### config.mk
export PLATFORM = sky130hd
export DESIGN_NAME = adc_result_fmt
export DESIGN_NICKNAME = d
export VERILOG_FILES = /design/src/rtl/adc_fmt_pkg.sv /design/src/rtl/adc_rst_sync.sv /design/src/rtl/adc_fmt_encode.sv /design/src/rtl/adc_rd_decode.sv /design/src/rtl/adc_rd_lock.sv /design/src/rtl/adc_result_fmt.sv
export SDC_FILE = /design/constraint.sdc
export NUM_CORES = 1
export LEC_CHECK = 0
export ABC_AREA = 1
export CORE_MARGIN = 8
export CORE_UTILIZATION = 45
export CTS_CLUSTER_SIZE = 25
export DETAILED_ROUTE_END_ITERATION = 8
export PLACE_DENSITY = 0.77
export SYNTH_ARGS = -nofsm -noshare
export SYNTH_HDL_FRONTEND = slang
export SYNTH_SLANG_ARGS = --single-unit
export TNS_END_PERCENT = 20
### constraint.sdc
create_clock -name clk -period 1.3 [get_ports clk]
set_input_delay 0.195 -clock clk [delete_from_list [all_inputs] [get_ports clk]]
set_output_delay 0.195 -clock clk [all_outputs]
set_load 0.02 [all_outputs]
### src/rtl/adc_fmt_pkg.sv
package adc_fmt_pkg;
  typedef enum logic [1:0] {
    FMT_LEFT     = 2'b00,
    FMT_LEFT_SGN = 2'b01,
    FMT_TRUNC8   = 2'b10,
    FMT_LEFT_ALT = 2'b11
  } fmt_e;
endpackage

### src/rtl/adc_rst_sync.sv
module adc_rst_sync #(
  parameter int STAGES = 2
) (
  input  logic clk,
  input  logic rst_n,
  output logic rst_n_sync
);
  logic [STAGES-1:0] sync_q;
  logic [STAGES-1:0] sync_d;

  generate
    if (STAGES == 1) begin : g_one
      assign sync_d = 1'b1;
    end else begin : g_chain
      assign sync_d = {sync_q[STAGES-2:0], 1'b1};
    end
  endgenerate

  always_ff @(posedge clk or negedge rst_n) begin
    if (!rst_n) sync_q <= '0;
    else        sync_q <= sync_d;
  end

  assign rst_n_sync = sync_q[STAGES-1];
endmodule

### src/rtl/adc_fmt_encode.sv
module adc_fmt_encode
  import adc_fmt_pkg::*;
#(
  parameter int RES_W  = 10,
  parameter int DATA_W = 8
) (
  input  logic [RES_W-1:0]  res,
  input  fmt_e              mode,
  output logic [DATA_W-1:0] hi_byte,
  output logic [DATA_W-1:0] lo_byte
);
  localparam int LOW_BITS = RES_W - DATA_W;

  always_comb begin
    hi_byte = res[RES_W-1 -: DATA_W];
    lo_byte = '0;
    lo_byte[DATA_W-1 -: LOW_BITS] = res[LOW_BITS-1:0];
    case (mode)
      FMT_LEFT_SGN: hi_byte[DATA_W-1] = ~res[RES_W-1];
      FMT_TRUNC8: begin
        hi_byte = '0;
        lo_byte = res[RES_W-1 -: DATA_W];
      end
      default: ;
    endcase
  end
endmodule

### src/rtl/adc_rd_decode.sv
module adc_rd_decode #(
  parameter int                ADDR_W  = 8,
  parameter int                DATA_W  = 8,
  parameter logic [ADDR_W-1:0] HI_ADDR = 8'h3D,
  parameter logic [ADDR_W-1:0] LO_ADDR = 8'h3E
) (
  input  logic [ADDR_W-1:0] bus_addr,
  input  logic              bus_rd,
  input  logic              bus_wr,
  input  logic [DATA_W-1:0] hi_q,
  input  logic [DATA_W-1:0] lo_q,
  output logic              rd_hi,
  output logic              rd_lo,
  output logic [DATA_W-1:0] rdata
);
  logic rd_ok;

  always_comb begin
    rd_ok = bus_rd & ~bus_wr;
    rd_hi = rd_ok & (bus_addr == HI_ADDR);
    rd_lo = rd_ok & (bus_addr == LO_ADDR);
    rdata = '0;
    if (rd_hi)      rdata = hi_q;
    else if (rd_lo) rdata = lo_q;
  end
endmodule

### src/rtl/adc_rd_lock.sv
module adc_rd_lock (
  input  logic clk,
  input  logic rst_n,
  input  logic conv_done,
  input  logic rd_hi,
  input  logic rd_lo,
  input  logic trunc,
  input  logic mode_chg,
  output logic cap_en,
  output logic lock_q,
  output logic lost_q
);
  logic lock_d, lost_d, block;

  always_comb begin
    block  = lock_q | (rd_hi & ~trunc);
    cap_en = conv_done & ~block;

    lost_d = lost_q;
    if (conv_done & block) lost_d = 1'b1;
    else if (rd_lo)        lost_d = 1'b0;

    lock_d = lock_q;
    if (mode_chg)             lock_d = 1'b0;
    else if (rd_lo)           lock_d = 1'b0;
    else if (rd_hi & ~trunc)  lock_d = 1'b1;
  end

  always_ff @(posedge clk or negedge rst_n) begin
    if (!rst_n) begin
      lock_q <= 1'b0;
      lost_q <= 1'b0;
    end else begin
      lock_q <= lock_d;
      lost_q <= lost_d;
    end
  end
endmodule

### src/rtl/adc_result_fmt.sv
module adc_result_fmt
  import adc_fmt_pkg::*;
#(
  parameter int                RES_W       = 10,
  parameter int                DATA_W      = 8,
  parameter int                ADDR_W      = 8,
  parameter logic [ADDR_W-1:0] HI_ADDR     = 8'h3D,
  parameter logic [ADDR_W-1:0] LO_ADDR     = 8'h3E,
  parameter int                SYNC_STAGES = 2
) (
  input  logic              clk,
  input  logic              rst_n,
  input  logic              conv_done,
  input  logic [RES_W-1:0]  conv_result,
  input  logic [1:0]        fmt_mode,
  input  logic [ADDR_W-1:0] bus_addr,
  input  logic              bus_rd,
  input  logic              bus_wr,
  output logic [DATA_W-1:0] bus_rdata,
  output logic              result_lost
);
  logic              rst_n_s;
  fmt_e              mode_cur, mode_q;
  logic              mode_chg, trunc;
  logic [DATA_W-1:0] hi_fmt, lo_fmt, hi_q, lo_q;
  logic              rd_hi, rd_lo, cap_en, lock_q, lost_q;

  adc_rst_sync #(.STAGES(SYNC_STAGES)) u_rst (
    .clk(clk), .rst_n(rst_n), .rst_n_sync(rst_n_s)
  );

  always_comb begin
    mode_cur = fmt_e'(fmt_mode);
    mode_chg = (mode_cur != mode_q);
    trunc    = (mode_cur == FMT_TRUNC8);
  end

  always_ff @(posedge clk or negedge rst_n_s) begin
    if (!rst_n_s) mode_q <= FMT_LEFT;
    else          mode_q <= mode_cur;
  end

  adc_fmt_encode #(.RES_W(RES_W), .DATA_W(DATA_W)) u_enc (
    .res(conv_result), .mode(mode_cur), .hi_byte(hi_fmt), .lo_byte(lo_fmt)
  );

  adc_rd_decode #(
    .ADDR_W(ADDR_W), .DATA_W(DATA_W), .HI_ADDR(HI_ADDR), .LO_ADDR(LO_ADDR)
  ) u_dec (
    .bus_addr(bus_addr), .bus_rd(bus_rd), .bus_wr(bus_wr),
    .hi_q(hi_q), .lo_q(lo_q), .rd_hi(rd_hi), .rd_lo(rd_lo), .rdata(bus_rdata)
  );

  adc_rd_lock u_lock (
    .clk(clk), .rst_n(rst_n_s), .conv_done(conv_done), .rd_hi(rd_hi),
    .rd_lo(rd_lo), .trunc(trunc), .mode_chg(mode_chg),
    .cap_en(cap_en), .lock_q(lock_q), .lost_q(lost_q)
  );

  // Data bytes carry no reset: their contents survive a reset.
  always_ff @(posedge clk) begin
    if (cap_en) begin
      hi_q <= hi_fmt;
      lo_q <= lo_fmt;
    end
  end

  assign result_lost = lost_q;
endmodule

# == Word-level counts from Yosys, hierarchy flattened ==
# Index checks and enable logic that the tools add are counted.
# word_totals
latch_bits,0
mem_count,0
rom_bits,0
wordCells,35
mem_bits_rw,0
reg_bits,22
output_inout_bits,9
# op_classes
n_eq_ne,5
n_addsub,0
bitwise,11
shifts,0
n_lt_le_gt_ge,0
n_mux,9
reduce_logical,2
div,0
multipliers,0
# op_table
cell,count
2-to-1 mux 8 bit,3
"== test 8 x 6 -> 1 bit, second input constant",2
bitwise AND 1 bit,6
2-to-1 mux 1 bit,5
NOT 1 bit,4
nonzero test 3 bit,1
"== test 2 x 1 -> 1 bit, second input constant",1
"== test 2 bit, second input constant",1
!= test 2 bit,1
one-hot mux 1 bit (2 select lines),1
nonzero test 2 bit,1
OR 1 bit,1

# == Logic depth before layout (Yosys ltp) ==
# logic_depth
depth_word,7
mapped_depth,8

# == Cells and area by module ==
# A second synthesis with hierarchy kept.
# hier_totals
cells_unflattened,128
area_unflattened_um2,1167.4
# modules_own_cells
module,instances,cells_each,area_per_inst_um2
adc_result_fmt,1,26,565.5
adc_rd_decode,1,42,244.0
adc_fmt_encode,1,43,205.2
adc_rd_lock,1,14,98.8
adc_rst_sync,1,3,53.8

# == Worst setup path after synthesis ==
# OpenSTA, ideal clock, no wires.
# synth_timing
kind,input -> register
start,input fmt_mode[0]
end,register hi_q[0] (enable)
setup_slack_ns,-0.489
cell_stages,6
n_path_buf,0
arrival_ns,1.400
required_time_ns,0.911
path_cell_list,inv_1 ha_1 inv_1 nand3_1 nand2_1 nor2_1
# synth_via
elab_chain_len,6
# synth_rtl
element,line_no,text
"start, declared",adc_result_fmt.sv:15,"input logic [1:0] fmt_mode,"
== test 2 bit,adc_result_fmt.sv:35,trunc = (mode_cur == FMT_TRUNC8);
NOT 1 bit,adc_rd_lock.sv:16,block = lock_q | (rd_hi & ~trunc);
bitwise AND 1 bit,adc_rd_lock.sv:16,
OR 1 bit,adc_rd_lock.sv:16,
NOT 1 bit,adc_rd_lock.sv:17,cap_en = conv_done & ~block;
bitwise AND 1 bit,adc_rd_lock.sv:17,
named net cap_en,adc_result_fmt.sv:26,"logic rd_hi, rd_lo, cap_en, lock_q, lost_q;"
"end signal, assigned",adc_result_fmt.sv:63,hi_q <= hi_fmt;
"end, declared",adc_result_fmt.sv:25,"logic [DATA_W-1:0] hi_fmt, lo_fmt, hi_q, lo_q;"
# The timed path passes the listed nets, and every way through them passes these cells.
# A chain may end at the register's enable or synchronous reset.

# == Worst setup path in the final report ==
# layout_timing
start,input bus_addr[2]
end,output bus_rdata[7]
# layout_via
elab_chain_len,4
elab_cells_between_ends,6
cone_classes,2 x eq/ne; 2 x mux; 2 x bitwise
# layout_rtl
element,line_no,text
"start, declared",adc_result_fmt.sv:16,"input logic [ADDR_W-1:0] bus_addr,"
== test 8 x 6 -> 1 bit,adc_rd_decode.sv:21,rd_lo = rd_ok & (bus_addr == LO_ADDR);
bitwise AND 1 bit,adc_rd_decode.sv:21,
2-to-1 mux 8 bit,adc_rd_decode.sv:24,else if (rd_lo) rdata = lo_q;
2-to-1 mux 8 bit (*),adc_rd_decode.sv:23,if (rd_hi) rdata = hi_q;
"end, declared",adc_result_fmt.sv:19,"output logic [DATA_W-1:0] bus_rdata,"
# Mark *: on every way between the ends. The rest lies on a longest branch, timed or not.

==> results.yml <==
run_status:
  result_of_the_run: "complete, but fails checks"
  violations_in_the_final_reports: "negative setup slack"
place:
  gp_routability_congestion: 0.721
  detailed_place_hpwl_um: 1750
  port_buffers: 33
  post_place_cell_area_um2: 1500
  numPlacedInstances: 180
  pre_cts_ws_ns: -0.835
cts:
  clock_sink_total: 22
  worst_setup_hold_path_clk_slew_ns: 0.12
  cts.htree.levels: 1
  clk_latency_ns: 0.30
  cts_inserted_buffers: 3
  cts_root_buffer: "sky130_fd_sc_hd__clkbuf_4"
  tritoncts: "built"
  cts_buffer_depth: 2
floorplanning:
  fp.dieW_um: 64.4
  placeableCoreArea_um2: 2210
  die-height_um: 64.4
  start_util: 0.476
  boundaryPins: 34
  row_count: 17
  die_area_um2: 4150
yosys:
  synth_xor_area_frac: 0.0166
  syn-cell-area_um2: 1050
  synth_seq_cells: 22
  postSynthAreaPerCell_um2: 9.41
  post_synth_inst_count: 112
  unique_cell_type_count_in_the_yosys_netlist: 15
  yosys.area_share.adder: 0.0238
  yosys.area_share.simple: 0.190
  synth-compound-area-share: 0.0570
  ys_seq_area_frac: 0.599
  yosys_warnings: 0
  combinational_family_with_the_most_area_after_synthesis: "simple AND/OR/NAND/NOR gates"
  post_synth_mux_area_share: 0
  number_of_nets_in_the_synthesized_netlist: 139
critical_path:
  timing.reg2reg.worst_path_depth: 4
  worst-endpoint-arrival_ns: 1.15
  worst_r2r_endpoint: "hi_q[1]"
  r2r_setup_slack_ns: 0.22
  critPathMaxFanout: 5
  worst_setup_path_endpoint: "bus_rdata[7]"
  critical_path.startpoint_type: "input pin"
  crit-reg2reg-launch: "u_lock.lock_q"
  critical_path_required_ns: 1.11
  crit_start: "bus_addr[2]"
  crit_type: "input pin to output port"
  timing.critical_path.to_type: "output port"
layout:
  finalInstanceArea_um2: 1710
  final_net_count: 191
  most_common_cell_after_layout_fill_and_taps_aside: "sky130_fd_sc_hd__inv_1"
  postLayoutCoreUtil: 0.772
  layout-drive-gt1-share: 0.393
  diode_insertion_count_for_antenna_repair: 0
  layout_common_cells: "sky130_fd_sc_hd__inv_1, sky130_fd_sc_hd__edfxtp_1, sky130_fd_sc_hd__nand2_1, sky130_fd_sc_hd__buf_6, sky130_fd_sc_hd__clkdlybuf4s50_1"
  flow.area_growth_from_synthesis_pct: 62.1
  instances_no_fill: 191
sta:
  clock_skew_ns: 0.00272
  fin_crit_ns: 1.34
  fmax_mhz: 746
  final_max_slew_viol_count: 0
  setup_repair_after_global_routing_missed_its_margin: "true"
  final.setup.worst_slack_ns: -0.0405
  setup_viol_count_final: 8
  hold_viol_final: 0
  final_min_period_over_clock_period: 1.03
power:
  static-leakage-power_nw: 0.853
  totalPowerFinal_w: 0.00134
  peakVddDrop_mv: 0.764
  power_per_cell_area_nw_per_um2: 787
global_route:
  grt_first_pass_wirelength_um: 4310
  grt_pass1_vias: 945
  grt-ovfl-total: 0
  track_usage: 0.132
  global_route.peak_usage_layer: "met2"
  initial_antenna_violation_count: 0
  globalRouteMet1Util: 0.133
  gr_util_met3: 0.0314
  grt_use_met2: 0.250
  grt_max_degree: 17
routing:
  drc: 0
  dr_total_vias: 895
  route.detailed.vias_per_inst: 4.69
  first_iter_violations: 22
  routed_wire_length_per_instance_um: 13.8
  detail_route.first_pass.iterations: 3
  routed_wl_um: 2630
  antenna_violating_nets_post_route: 0
min_path:
  worst_hold_path_type: "input pin to asynchronous set/reset pin"
flow_run:
  cap_violations: 0
[worst min-delay path by stage]
stage	from	endpoint	slack (ns)	cells past startpoint
floorplan	rst_n	u_rst.sync_q[0]	-0.10	0
global placement	u_rst.sync_q[1]	mode_q[1]	0.06	0
detailed placement	u_rst.sync_q[1]	mode_q[0]	0.07	0
CTS	rst_n	u_rst.sync_q[0]	0.03	1
global route	rst_n	u_rst.sync_q[1]	0.03	1
finish	rst_n	u_rst.sync_q[0]	0.03	1
[per-layer routing]
layer  wire, um  vias to the layer above
li1           -                      451
met1        991                      423
met2       1500                       19
met3        127                        2
met4         17                        0
met5          0                        -
[metrics by stage]
step / TNS, ns / hold WS [ns]
2_1_floorplan: -1.07 / -0.101
3_3_place_gp: -17.69 / 0.0572
3_5_place_dp: -19.33 / 0.0719
4_1_cts: -0.00275 / 0.0281
5_1_grt: -0.607 / 0.0256
6_report: -0.222 / 0.0313
[critical path, stage by stage]
cell,delay [ns]
sky130_fd_sc_hd__buf_8,0.07
sky130_fd_sc_hd__nand2_4,0.05
sky130_fd_sc_hd__nor3_4,0.25
sky130_fd_sc_hd__buf_6,0.14
sky130_fd_sc_hd__nand3b_4,0.14
sky130_fd_sc_hd__o21ai_2,0.16
sky130_fd_sc_hd__buf_6,0.13
[final cells by class]
| class | count | area [um^2] |
|---|---|---|
| repair buffers | 47 | 450 |
| clock inverters | 1 | 3.75 |
| fillers | 143 | 504 |
| clock buffers | 3 | 22.5 |
| flip-flops and latches | 22 | 631 |
| multi-input cells | 60 | 453 |
| inverters | 30 | 113 |
| well taps | 28 | 35.0 |
[logic make-up after synthesis]
group,count (synthesis)
AOI/OAI and AO/OA,12
xor gates and xnor gates,2
adders and majority gates,2
buffers and inverters,31
DFF,22
other,1
and+or+nand+nor,42
[synth_stat cells]
cell,n,area share
sky130_fd_sc_hd__a21oi_1,3,0.014
sky130_fd_sc_hd__clkbuf_1,1,0.0036
sky130_fd_sc_hd__conb_1,1,0.0036
sky130_fd_sc_hd__dfrtp_1,6,0.14
sky130_fd_sc_hd__edfxtp_1,16,0.46
sky130_fd_sc_hd__ha_1,2,0.024
sky130_fd_sc_hd__inv_1,30,0.11
sky130_fd_sc_hd__nand2_1,19,0.068
sky130_fd_sc_hd__nand3_1,9,0.043
sky130_fd_sc_hd__nand3b_4,1,0.019
sky130_fd_sc_hd__nor2_1,11,0.039
sky130_fd_sc_hd__nor2_2,1,0.0059
sky130_fd_sc_hd__nor3_4,1,0.015
sky130_fd_sc_hd__o21ai_0,9,0.043
sky130_fd_sc_hd__xor2_1,2,0.017
[state kept, by name, summed over array words and instances (netlist names)]
| register | cells |
|---|---|
| hi_q | 8 |
| lo_q | 8 |
| mode_q | 2 |
| u_lock.lock_q | 1 |
| u_lock.lost_q | 1 |
| u_rst.sync_q | 2 |
[power by group]
part / leakage [nW] / internal, W / switching [W]
clock: 0.0154 / 0.000112 / 0.000203
sequential: 0.233 / 0.000800 / 0.0000173
combinational: 0.604 / 0.000110 / 0.000101
total: 0.853 / 0.00102 / 0.000321
[repair_timing]
item / 4_1_cts / 5_1_grt
cloned: 2 / 0
hold buffers: 0 / 0
resized for setup: 124 / 12
buffers inserted: 4 / 1
pin swaps: 12 / 7
setup endpoints to repair: 25 / 24
(Power assumes the default switching activity.)
